$ cat src/rtl/ict_pkg.sv
// Package ict_pkg
// Purpose: register indices, field positions and shared types of the
//          local interrupt timer.
// Assumes: a 6-bit register index is supplied by the enclosing register file.
package ict_pkg;

    localparam int ADDR_W  = 6;
    localparam int VEC_W   = 8;
    localparam int SHIFT_W = 3;

    localparam logic [ADDR_W-1:0] IDX_ENTRY = 6'h32;
    localparam logic [ADDR_W-1:0] IDX_START = 6'h38;
    localparam logic [ADDR_W-1:0] IDX_CUR   = 6'h39;
    localparam logic [ADDR_W-1:0] IDX_DIV   = 6'h3E;

    localparam int MASK_POS = 16;
    localparam int PER_POS  = 17;

    typedef struct packed {
        logic             periodic;
        logic             masked;
        logic [VEC_W-1:0] vector;
    } entry_t;

    // Map the 3-bit divide code to a right-shift amount.
    function automatic logic [SHIFT_W-1:0] shift_of(input logic [2:0] code);
        return (code == 3'b111) ? '0 : SHIFT_W'(code + 3'd1);
    endfunction

endpackage

$ cat src/rtl/ict_prescale.sv
// Module ict_prescale
// Purpose: turns accepted input ticks into scaled ticks, one per 2^shift.
// Assumes: restart and tick_ok are never high together; a shift that
//          shrinks below the current count fires on the next tick.
module ict_prescale #(
    parameter int SHIFT_W = 3
) (
    input  logic               clk,
    input  logic               rst_n,
    input  logic               restart,
    input  logic               tick_ok,
    input  logic [SHIFT_W-1:0] shift,
    output logic               stick
);
    localparam int PSC_W = (1 << SHIFT_W) - 1;

    logic [PSC_W-1:0] psc;
    logic [PSC_W-1:0] lim;

    // Terminal count for the selected shift.
    always_comb begin
        lim   = {PSC_W{1'b1}} >> (PSC_W - int'(shift));
        stick = tick_ok && (psc >= lim);
    end

    // Count input ticks, wrapping at the terminal count.
    always_ff @(posedge clk) begin
        if (!rst_n)       psc <= '0;
        else if (restart) psc <= '0;
        else if (tick_ok) psc <= stick ? '0 : psc + PSC_W'(1);
    end

    assert_restart_psc_R4: assert property (@(posedge clk) disable iff (!rst_n)
        restart |=> (psc == '0));

endmodule

$ cat src/rtl/ict_elapsed.sv
// Module ict_elapsed
// Purpose: counts scaled ticks since the last start-value load (saturating)
//          and the phase within the current period.
// Assumes: init_cnt changes only in a cycle where restart is high.
module ict_elapsed #(
    parameter int CNT_W = 32
) (
    input  logic             clk,
    input  logic             rst_n,
    input  logic             restart,
    input  logic             stick,
    input  logic [CNT_W-1:0] init_cnt,
    output logic [CNT_W-1:0] elapsed,
    output logic [CNT_W-1:0] phase
);
    // Advance the elapsed and phase counters on each scaled tick.
    always_ff @(posedge clk) begin
        if (!rst_n || restart) begin
            elapsed <= '0;
            phase   <= '0;
        end else if (stick) begin
            elapsed <= (elapsed == {CNT_W{1'b1}}) ? elapsed : elapsed + CNT_W'(1);
            phase   <= (phase >= init_cnt) ? '0 : phase + CNT_W'(1);
        end
    end

    assert_restart_clears_R5: assert property (@(posedge clk) disable iff (!rst_n)
        restart |=> (elapsed == '0 && phase == '0));

    assert_phase_bound_R7: assert property (@(posedge clk) disable iff (!rst_n)
        phase <= init_cnt);

endmodule

$ cat src/rtl/ict_arming.sv
// Module ict_arming
// Purpose: holds the armed flag and the scaled ticks left to expiry, applies
//          the arming rules and issues the one-cycle request.
// Assumes: at most one of load_wr, entry_wr and stick is high in a cycle.
module ict_arming
    import ict_pkg::*;
#(
    parameter int CNT_W = 32
) (
    input  logic             clk,
    input  logic             rst_n,
    input  logic             load_wr,
    input  logic [CNT_W-1:0] load_val,
    input  logic             entry_wr,
    input  entry_t           new_entry,
    input  entry_t           cur_entry,
    input  logic [CNT_W-1:0] init_cnt,
    input  logic [CNT_W-1:0] elapsed,
    input  logic [CNT_W-1:0] phase,
    input  logic             stick,
    output logic             irq_valid,
    output logic [VEC_W-1:0] irq_vector
);
    localparam int RW = CNT_W + 1;

    logic          armed, arm_n, fire;
    logic [RW-1:0] rem, rem_n, ic1;

    // Next-state of the arming logic for loads, entry writes and expiry.
    always_comb begin
        arm_n = armed;
        rem_n = rem;
        fire  = 1'b0;
        ic1   = {1'b0, init_cnt} + RW'(1);
        if (load_wr) begin
            arm_n = !cur_entry.masked && (load_val != '0);
            rem_n = {1'b0, load_val} + RW'(1);
        end else if (entry_wr) begin
            if (cur_entry.periodic && !new_entry.periodic && armed && (elapsed > init_cnt))
                arm_n = 1'b0;
            if (cur_entry.masked && !new_entry.masked && !arm_n && (init_cnt != '0)) begin
                if (new_entry.periodic) begin
                    arm_n = 1'b1;
                    rem_n = ic1 - {1'b0, phase};
                end else if (elapsed < init_cnt) begin
                    arm_n = 1'b1;
                    rem_n = ic1 - {1'b0, elapsed};
                end
            end
        end else if (stick && armed) begin
            if (rem == RW'(1)) begin
                fire = !cur_entry.masked;
                if (!cur_entry.masked && cur_entry.periodic && (init_cnt != '0))
                    rem_n = ic1;
                else
                    arm_n = 1'b0;
            end else begin
                rem_n = rem - RW'(1);
            end
        end
    end

    // Register the arming state and the outgoing request.
    always_ff @(posedge clk) begin
        if (!rst_n) begin
            armed      <= 1'b0;
            rem        <= '0;
            irq_valid  <= 1'b0;
            irq_vector <= '0;
        end else begin
            armed      <= arm_n;
            rem        <= rem_n;
            irq_valid  <= fire;
            irq_vector <= fire ? cur_entry.vector : irq_vector;
        end
    end

    assert_irq_pulse_R12: assert property (@(posedge clk) disable iff (!rst_n)
        irq_valid |=> !irq_valid);

    assert_load_idle_R5: assert property (@(posedge clk) disable iff (!rst_n)
        (load_wr && (cur_entry.masked || load_val == '0)) |=> !armed);

    assert_masked_silent_R8: assert property (@(posedge clk) disable iff (!rst_n)
        $rose(irq_valid) |-> !$past(cur_entry.masked));

    assert_rem_live_R6: assert property (@(posedge clk) disable iff (!rst_n)
        armed |-> (rem != '0));

endmodule

$ cat src/rtl/irq_countdown_timer.sv
// Module irq_countdown_timer
// Purpose: top of the local interrupt timer; holds the entry, start value
//          and divide registers, decodes the four timer indices and forms
//          the current-count readback.
// Assumes: reg_addr also selects the combinational readback.
module irq_countdown_timer
    import ict_pkg::*;
#(
    parameter int CNT_W = 32
) (
    input  logic              clk,
    input  logic              rst_n,
    input  logic              reg_wr,
    input  logic [ADDR_W-1:0] reg_addr,
    input  logic [31:0]       reg_wdata,
    output logic [31:0]       reg_rdata,
    input  logic              tick_in,
    output logic              irq_valid,
    output logic [VEC_W-1:0]  irq_vector
);
    entry_t             entry_q, new_entry;
    logic [CNT_W-1:0]   init_q, elapsed, phase, cur_cnt;
    logic [2:0]         div_q;
    logic               load_wr, entry_wr, div_wr, tick_ok, stick;

    // Decode the write strobes and drop ticks that coincide with writes.
    always_comb begin
        load_wr   = reg_wr && (reg_addr == IDX_START);
        entry_wr  = reg_wr && (reg_addr == IDX_ENTRY);
        div_wr    = reg_wr && (reg_addr == IDX_DIV);
        tick_ok   = tick_in && !reg_wr;
        new_entry = '{periodic: reg_wdata[PER_POS], masked: reg_wdata[MASK_POS],
                      vector: reg_wdata[VEC_W-1:0]};
    end

    // Hold the software-visible timer registers.
    always_ff @(posedge clk) begin
        if (!rst_n) begin
            entry_q <= '{periodic: 1'b0, masked: 1'b1, vector: '0};
            init_q  <= '0;
            div_q   <= '0;
        end else begin
            if (entry_wr) entry_q <= new_entry;
            if (load_wr)  init_q  <= reg_wdata[CNT_W-1:0];
            if (div_wr)   div_q   <= {reg_wdata[3], reg_wdata[1:0]};
        end
    end

    ict_prescale #(.SHIFT_W(SHIFT_W)) u_prescale (
        .clk     (clk),
        .rst_n   (rst_n),
        .restart (load_wr),
        .tick_ok (tick_ok),
        .shift   (shift_of(div_q)),
        .stick   (stick)
    );

    ict_elapsed #(.CNT_W(CNT_W)) u_elapsed (
        .clk      (clk),
        .rst_n    (rst_n),
        .restart  (load_wr),
        .stick    (stick),
        .init_cnt (init_q),
        .elapsed  (elapsed),
        .phase    (phase)
    );

    ict_arming #(.CNT_W(CNT_W)) u_arming (
        .clk        (clk),
        .rst_n      (rst_n),
        .load_wr    (load_wr),
        .load_val   (reg_wdata[CNT_W-1:0]),
        .entry_wr   (entry_wr),
        .new_entry  (new_entry),
        .cur_entry  (entry_q),
        .init_cnt   (init_q),
        .elapsed    (elapsed),
        .phase      (phase),
        .stick      (stick),
        .irq_valid  (irq_valid),
        .irq_vector (irq_vector)
    );

    // Current count: phase-based when periodic, clamped at zero otherwise.
    always_comb begin
        if (entry_q.periodic)        cur_cnt = init_q - phase;
        else if (elapsed >= init_q)  cur_cnt = '0;
        else                         cur_cnt = init_q - elapsed;
    end

    // Readback mux over the four timer indices.
    always_comb begin
        unique case (reg_addr)
            IDX_ENTRY: reg_rdata = {14'b0, entry_q.periodic, entry_q.masked, 8'b0, entry_q.vector};
            IDX_START: reg_rdata = 32'(init_q);
            IDX_CUR:   reg_rdata = 32'(cur_cnt);
            IDX_DIV:   reg_rdata = {28'b0, div_q[2], 1'b0, div_q[1:0]};
            default:   reg_rdata = '0;
        endcase
    end

    assert_cur_le_start_R6: assert property (@(posedge clk) disable iff (!rst_n)
        cur_cnt <= init_q);

    assert_cur_readonly_R3: assert property (@(posedge clk) disable iff (!rst_n)
        (reg_wr && reg_addr == IDX_CUR) |=> ($stable(init_q) && $stable(entry_q) && $stable(div_q)));

endmodule

$ cat config.mk
export PLATFORM = sky130hd
export DESIGN_NAME = irq_countdown_timer
export DESIGN_NICKNAME = d
export VERILOG_FILES = /design/src/rtl/ict_pkg.sv /design/src/rtl/ict_prescale.sv /design/src/rtl/ict_elapsed.sv /design/src/rtl/ict_arming.sv /design/src/rtl/irq_countdown_timer.sv
export SDC_FILE = /design/constraint.sdc
export NUM_CORES = 1
export LEC_CHECK = 0
export CAP_MARGIN = 20
export CELL_PAD_IN_SITES_DETAIL_PLACEMENT = 1
export CELL_PAD_IN_SITES_GLOBAL_PLACEMENT = 1
export CORE_UTILIZATION = 34
export CTS_CLUSTER_DIAMETER = 60
export DETAILED_ROUTE_END_ITERATION = 10
export PLACE_DENSITY = 0.71
export SLEW_MARGIN = 20
export SYNTH_ARGS = -nofsm -noshare
export SYNTH_HDL_FRONTEND = slang
export SYNTH_HIERARCHICAL = 1
export SYNTH_SLANG_ARGS = --single-unit
$ cat constraint.sdc
create_clock -name clk -period 6.05 [get_ports clk]
set_input_delay 0.605 -clock clk [delete_from_list [all_inputs] [get_ports clk]]
set_output_delay 0.605 -clock clk [all_outputs]
set_load 0.02 [all_outputs]
## After elaboration in Yosys (flattened, before gate mapping)

Cells that the tools add are included.

- Register bits: 159
- Input port bits: 42
- Output and inout bits: 41

- Bitwise gates (word level): 2
- Magnitude comparators: 5
- $add $sub $neg: 12
- Reduce and logical (&&, ||, !) cells: 30
- Eq/ne operators: 11
- Shift operators: 1
- Mux-type cells: 29

Operators by type and width:

| kind | number |
|---|---|
| $mux W33 | 8 |
| $pmux W32 S4 | 1 |
| $mux W32 | 3 |
| $add A32 B1 Y33 const B | 2 |
| $sub A33 B32 Y33 | 2 |
| $add A32 B1 Y32 const B | 2 |
| $ge A32 B32 Y1 | 2 |
| $reduce_bool A32 Y1 | 2 |
| $sub A32 B32 Y32 | 2 |
| $eq A33 B1 Y1 const B | 1 |
| $sub A33 B1 Y33 const B | 1 |
| $eq A32 B32 Y1 const B | 1 |
| $gt A32 B32 Y1 | 1 |
| $lt A32 B32 Y1 | 1 |
| $shr A7 B32 Y7 const A | 1 |
| $eq A6 B6 Y1 const B | 4 |
| $logic_and A1 B1 Y1 | 15 |
| $mux W1 | 15 |
| $add A7 B1 Y7 const B | 1 |
| $ge A7 B7 Y1 | 1 |
| $mux W7 | 1 |
| $logic_not A1 Y1 | 6 |
| $reduce_bool A3 Y1 | 2 |
| $ne A4 B2 Y1 const B | 1 |
| other kinds (13) | 14 |

## Depth between registers and ports, before layout

- Word-level depth: 13
- Gate-level depth with buffers: 19
- Depth with buffers taken out: 17

## By module

The synthesis kept the hierarchy.

By module, submodules not included:

| module | seq. area each (um^2) | cells an instance | area an instance (um^2) | times used |
|---|---|---|---|---|
| ict_arming | 860.8 | 1088 | 7718.7 | 1 |
| irq_countdown_timer | 900.9 | 832 | 5815.6 | 1 |
| ict_elapsed | 1281.2 | 443 | 3671.0 | 1 |
| ict_prescale | 140.1 | 58 | 503.0 | 1 |

## Worst setup path after synthesis

OpenSTA, ideal clock, no wires.

- Kind: input-to-reg
- Start point: input port reg_wdata[17]
- End point: register u_arming.rem[27]
- Buffers on the path: 4
- Data arrival time: 4821 ps
- Path slack: 1087 ps
- Stages: 17
- Cell sequence: buf_2 -> buf_2 -> buf_1 -> clkbuf_1 -> mux2i_1 -> ha_1 -> a211o_1 -> o221ai_1 -> a22o_1 -> maj3_1 -> a211o_1 -> a211oi_1 -> nor3_2 -> o31ai_2 -> xor2_1 -> a211oi_1 -> a2111oi_2

- Longest elaborated chain between the ends: 12
- Elaborated cells on any way between the ends: 18
- Classes of those cells: add/sub: 1; eq/ne: 2; mux: 7; reduce/logical: 8

Ends and longest elaborated chain:

| element | RTL line | RTL |
|---|---|---|
| start: declaration | irq_countdown_timer.sv:15 | `input logic [31:0] reg_wdata,` |
| $logic_not A1 Y1 | ict_arming.sv:39 | `if (cur_entry.periodic && !new_entry.periodic && armed && (elapsed > init_cnt))` |
| $logic_and A1 B1 Y1 (3 in a row) | ict_arming.sv:39 |  |
| $mux W1 | ict_arming.sv:39 |  |
| $mux W1 | ict_arming.sv:38 | `end else if (entry_wr) begin` |
| $mux W1 | ict_arming.sv:35 | `if (load_wr) begin` |
| $logic_not A1 Y1 | ict_arming.sv:41 | `if (cur_entry.masked && !new_entry.masked && !arm_n && (init_cnt != '0)) begin` |
| $logic_and A1 B1 Y1 (2 in a row) | ict_arming.sv:41 |  |
| $ne A3 B1 Y1 (no source line) | n/a |  |
| $reduce_and A4 Y1 (no source line) | n/a |  |
| end signal: assignment | ict_arming.sv:72 | `rem <= rem_n;` |
| end: declaration | ict_arming.sv:27 | `logic [RW-1:0] rem, rem_n, ic1;` |

Parallel ways exist; a longest one is shown, timed or not. The select of a mux whose other input is x is not followed.
A chain may end at the register's enable or synchronous reset.

## Worst setup path in the final report

- Start point: register u_elapsed.elapsed[6]
- End point: output port reg_rdata[29]

- Longest elaborated chain between the ends: 4
- Elaborated cells on any way between the ends: 5
- Classes of those cells: add/sub: 1; order compare: 1; mux: 3

Ends and longest elaborated chain:

| element | RTL line | RTL |
|---|---|---|
| start: declaration | ict_elapsed.sv:13 | `output logic [CNT_W-1:0] elapsed,` |
| start signal: assignment | ict_elapsed.sv:22 | `elapsed <= (elapsed == {CNT_W{1'b1}}) ? elapsed : elapsed + CNT_W'(1);` |
| $sub A32 B32 Y32 / $ge A32 B32 Y1 (equally long branches) | irq_countdown_timer.sv:88, irq_countdown_timer.sv:87 |  |
| $mux W32 * | irq_countdown_timer.sv:87 | `else if (elapsed >= init_q) cur_cnt = '0;` |
| $mux W32 * | irq_countdown_timer.sv:86 | `if (entry_q.periodic) cur_cnt = init_q - phase;` |
| $pmux W32 S4 * | irq_countdown_timer.sv:93 | `unique case (reg_addr)` |
| end: declaration | irq_countdown_timer.sv:16 | `output logic [31:0] reg_rdata,` |

Mark *: on every way between the ends. The rest lies on a longest branch, timed or not.

==> impl_metrics.ini <==
[clock_tree]
clock_latency_ps = 450
cts-htree-levels = 4
ctsHoldBuffers = 0
cts.sinks = 159
clockBufferDepth = 2
root_buffer = clkbuf_16
cts_buffers = 17
cts_tree = yes
ctsResizeCount = 0
clk_pin_slew_ps = 70
cts_setup_buffers = 0

[finish]
diodes = 0
nets = 2693
drive_above_1_share_pct = 5.765
area_growth_pct = 13.18
fillCellCount = 6427

[grt]
antenna_found_initial = 0
grt_overflow_total = 0
grt_pass1_vias = 19317
grt_pass1_wl_mm = 109.4
use_met3_pct = 2.294
grt_max_degree = 68
grt.total_usage_pct = 26.31
met2_usage_pct = 46.54
busiest_layer = met2
grt_use_met1_pct = 32.13

[critical_path]
r2r_end = u_arming/rem[27]$_SDFFE_PN0P_
start_kind = flip-flop
crit_path_end_kind = output port
required_ps = 5440
worstPathArrival_ps = 4720
cp_max_fo = 8
r2r_slack_ps = 1040
critPathKind = flip-flop to output port
reg2regPathDepth = 16
reg2reg_from = init_q[1]$_SDFFE_PN0P_

[sta]
final_hold_viol_count = 0
final-setup-viol-count = 0
fin_crit_ps = 5330
slew_viol_final = 0
slew-limit-headroom_pct = 31.29
max_freq_ghz = 0.1876
fin_crit_sh_pct = 88.09
clock_skew_ps = 9.186
rsz0062_at_grt = false
tns_ps = 0
tightest_slew_ps = 1016

[die]
die_w_um = 230.2
core_um2 = 51410
fp.dieH_um = 230.2
initial_core_util_pct = 34.45
num_io_pins = 83
die_area_um2 = 53000
rows = 83

[detailed_routing]
dr.pass1.iters = 5
drc = 0
routed_wirelength_mm = 70.57
viasPerCell = 5.824
vias = 18509
wl_per_cell_um = 22.21
drtIter0Drc = 1058
ant_nets = 0

[min_path]
worstHoldPathCells = 2
min_to = u_arming/rem[1]$_SDFFE_PN0P_
hold_path.class = flip-flop to flip-flop
worstHoldStart = u_arming/rem[1]$_SDFFE_PN0P_

[logic_synthesis]
yosys_warnings = 6
synth_ff_type = dfxtp_1
synth_area_um2 = 17710
synthDominantCellAreaShare_pct = 17.97
async_flop_share_pct = 0
ys_seq_area_share_pct = 17.97
syn_inst = 2421
synthTopCellsByArea = dfxtp_1 (18%), ha_1 (12%), xnor2_1 (6.6%)
synth_edf_count = 0
avgSynthCellArea_um2 = 7.314
synth-seq-cells = 159
yosysMostFrequentCell = nand2_1
yosysTopAreaCell = dfxtp_1
synth_cell_types = 100
syn_nets = 2629
synth_common_cells = nand2_1 (277), nor2_1 (216), inv_1 (174), ha_1 (163)

[placed_design]
portBuffers = 82
place.gp.congestion = 0.9304
place_hpwl_mm = 56.38

[pwr]
p_per_area_nw_per_um2 = 137.1
p_leak_uw = 0.007764
vdd_drop_max_mv = 0.1612
p_total_uw = 2748

[run_status]
status = finished, final reports clean

[job]
max-cap-violations = 0
worst max-delay path, stage by stage, from the launching register on:
cell and delay [ps]:
dfxtp_1 480, inv_1 100, ha_1 390, nand4_1 200
a21oi_1 220, o21ai_0 280, o31ai_1 510, o211ai_1 250
nor3_1 780, o21ai_0 290, nand3_1 170, clkdlybuf4s50_1 610
layout make-up:
class                      instances  area, um2  area share [%]
timing repair buffer             135       1209           6.030
inverter                         174      653.1           3.259
tap                              680      850.8           4.245
sequential                       159       3183           15.88
multi-input combinational       1998      13510           67.43
clock inverter                    10      148.9          0.7429
clock buffer                      22      484.2           2.416
power breakdown:
part,internal (uW),switching (uW)
Sequential,1050,8.13
Combinational,196,283
Clock,701,509
Total,1950,799
kinds of logic (layout without fill, tap and decap cells):
logic type               count (synthesis)  count (layout)  share of synthesized area [%]
AO/OA/AOI/OAI                          617             617                          23.44
XOR/XNOR                               226             226                          11.41
adder cells (fa/ha/maj)                172             172                          12.20
buffers and inverters                  264             341                          5.744
flip-flops                             159             159                          17.97
multiplexers                            59              59                          3.392
AND/OR/NAND/NOR                        924             924                          25.83
metal layers:
| layer | wire, um | vias up |
|---|---|---|
| met4 | 2975 | 0 |
| met3 | 2012 | 125 |
| li1 | - | 8875 |
| met1 | 31010 | 9129 |
| met5 | 0 | - |
| met2 | 34570 | 380 |
state kept, by name, indices dropped and copies added, names as in the netlist:
name and cells:
u_arming/irq_vector 8, u_arming/irq_valid 1, u_arming/armed 1, init_q 32, u_elapsed/phase 32, u_arming/rem 33, u_elapsed/elapsed 32, u_prescale/psc 7
entry_q 10, div_q 3
cells in the final DEF (no fill, tap or decap), types with 9 or more instances in the layout:
| cell | count |
|---|---|
| a22oi_1 | 16 |
| or2_2 | 11 |
| a21oi_1 | 159 |
| and2_1 | 17 |
| ha_1 | 163 |
| inv_1 | 172 |
| o211ai_1 | 21 |
| mux2i_1 | 51 |
| clkdlybuf4s50_1 | 80 |
| nand2b_1 | 17 |
| or3_1 | 21 |
| nor2_1 | 216 |
| a21o_1 | 44 |
| nand2_1 | 277 |
| o31ai_1 | 9 |
| a21boi_0 | 45 |
| xor2_1 | 90 |
| nor2b_1 | 23 |
| and4_1 | 24 |
| nand4_1 | 54 |
| nor3_1 | 47 |
| clkbuf_16 | 17 |
| nand3_1 | 97 |
| a2111oi_0 | 9 |
| a31oi_1 | 12 |
| o21ai_0 | 107 |
| o22ai_1 | 9 |
| nor4_1 | 34 |
| a211oi_1 | 69 |
| dfxtp_1 | 159 |
| a221oi_1 | 11 |
| xnor2_1 | 133 |
| buf_4 | 53 |
| o21a_1 | 13 |
| and3_1 | 37 |
worst max-delay path by stage:
stage / startpoint / endpoint / slack [ps] / cells after the start
global placement: u_elapsed/elapsed[6]$_SDFFE_PP0P_ / reg_rdata[20] / 1260 / 11
CTS: init_q[1]$_SDFFE_PN0P_ / reg_rdata[20] / 750 / 10
floorplan: reg_wdata[17] / u_arming/rem[27]$_SDFFE_PN0P_ / 1090 / 17
detailed placement: init_q[1]$_SDFFE_PN0P_ / u_arming/rem[27]$_SDFFE_PN0P_ / 1120 / 16
global route: u_elapsed/elapsed[5]$_SDFFE_PP0P_ / reg_rdata[20] / 450 / 11
finish: u_elapsed/elapsed[6]$_SDFFE_PP0P_ / reg_rdata[29] / 720 / 11
per-stage QoR:
stage               instance area [um2]  util (%)  hold WS, ps  instances  setup slack, ps
floorplan                         17710         -        445.8       2421             1087
global placement                  19410     37.76        463.4       3146             1259
detailed placement                19410     37.76        480.2       3146             1119
CTS                               20040     38.99        490.7       3178            749.6
global route                      20040     38.99        503.4       3178            450.8
finish                            20040     38.99        489.8       3178            720.5
Note: power is estimated with default switching activity, not from simulation.
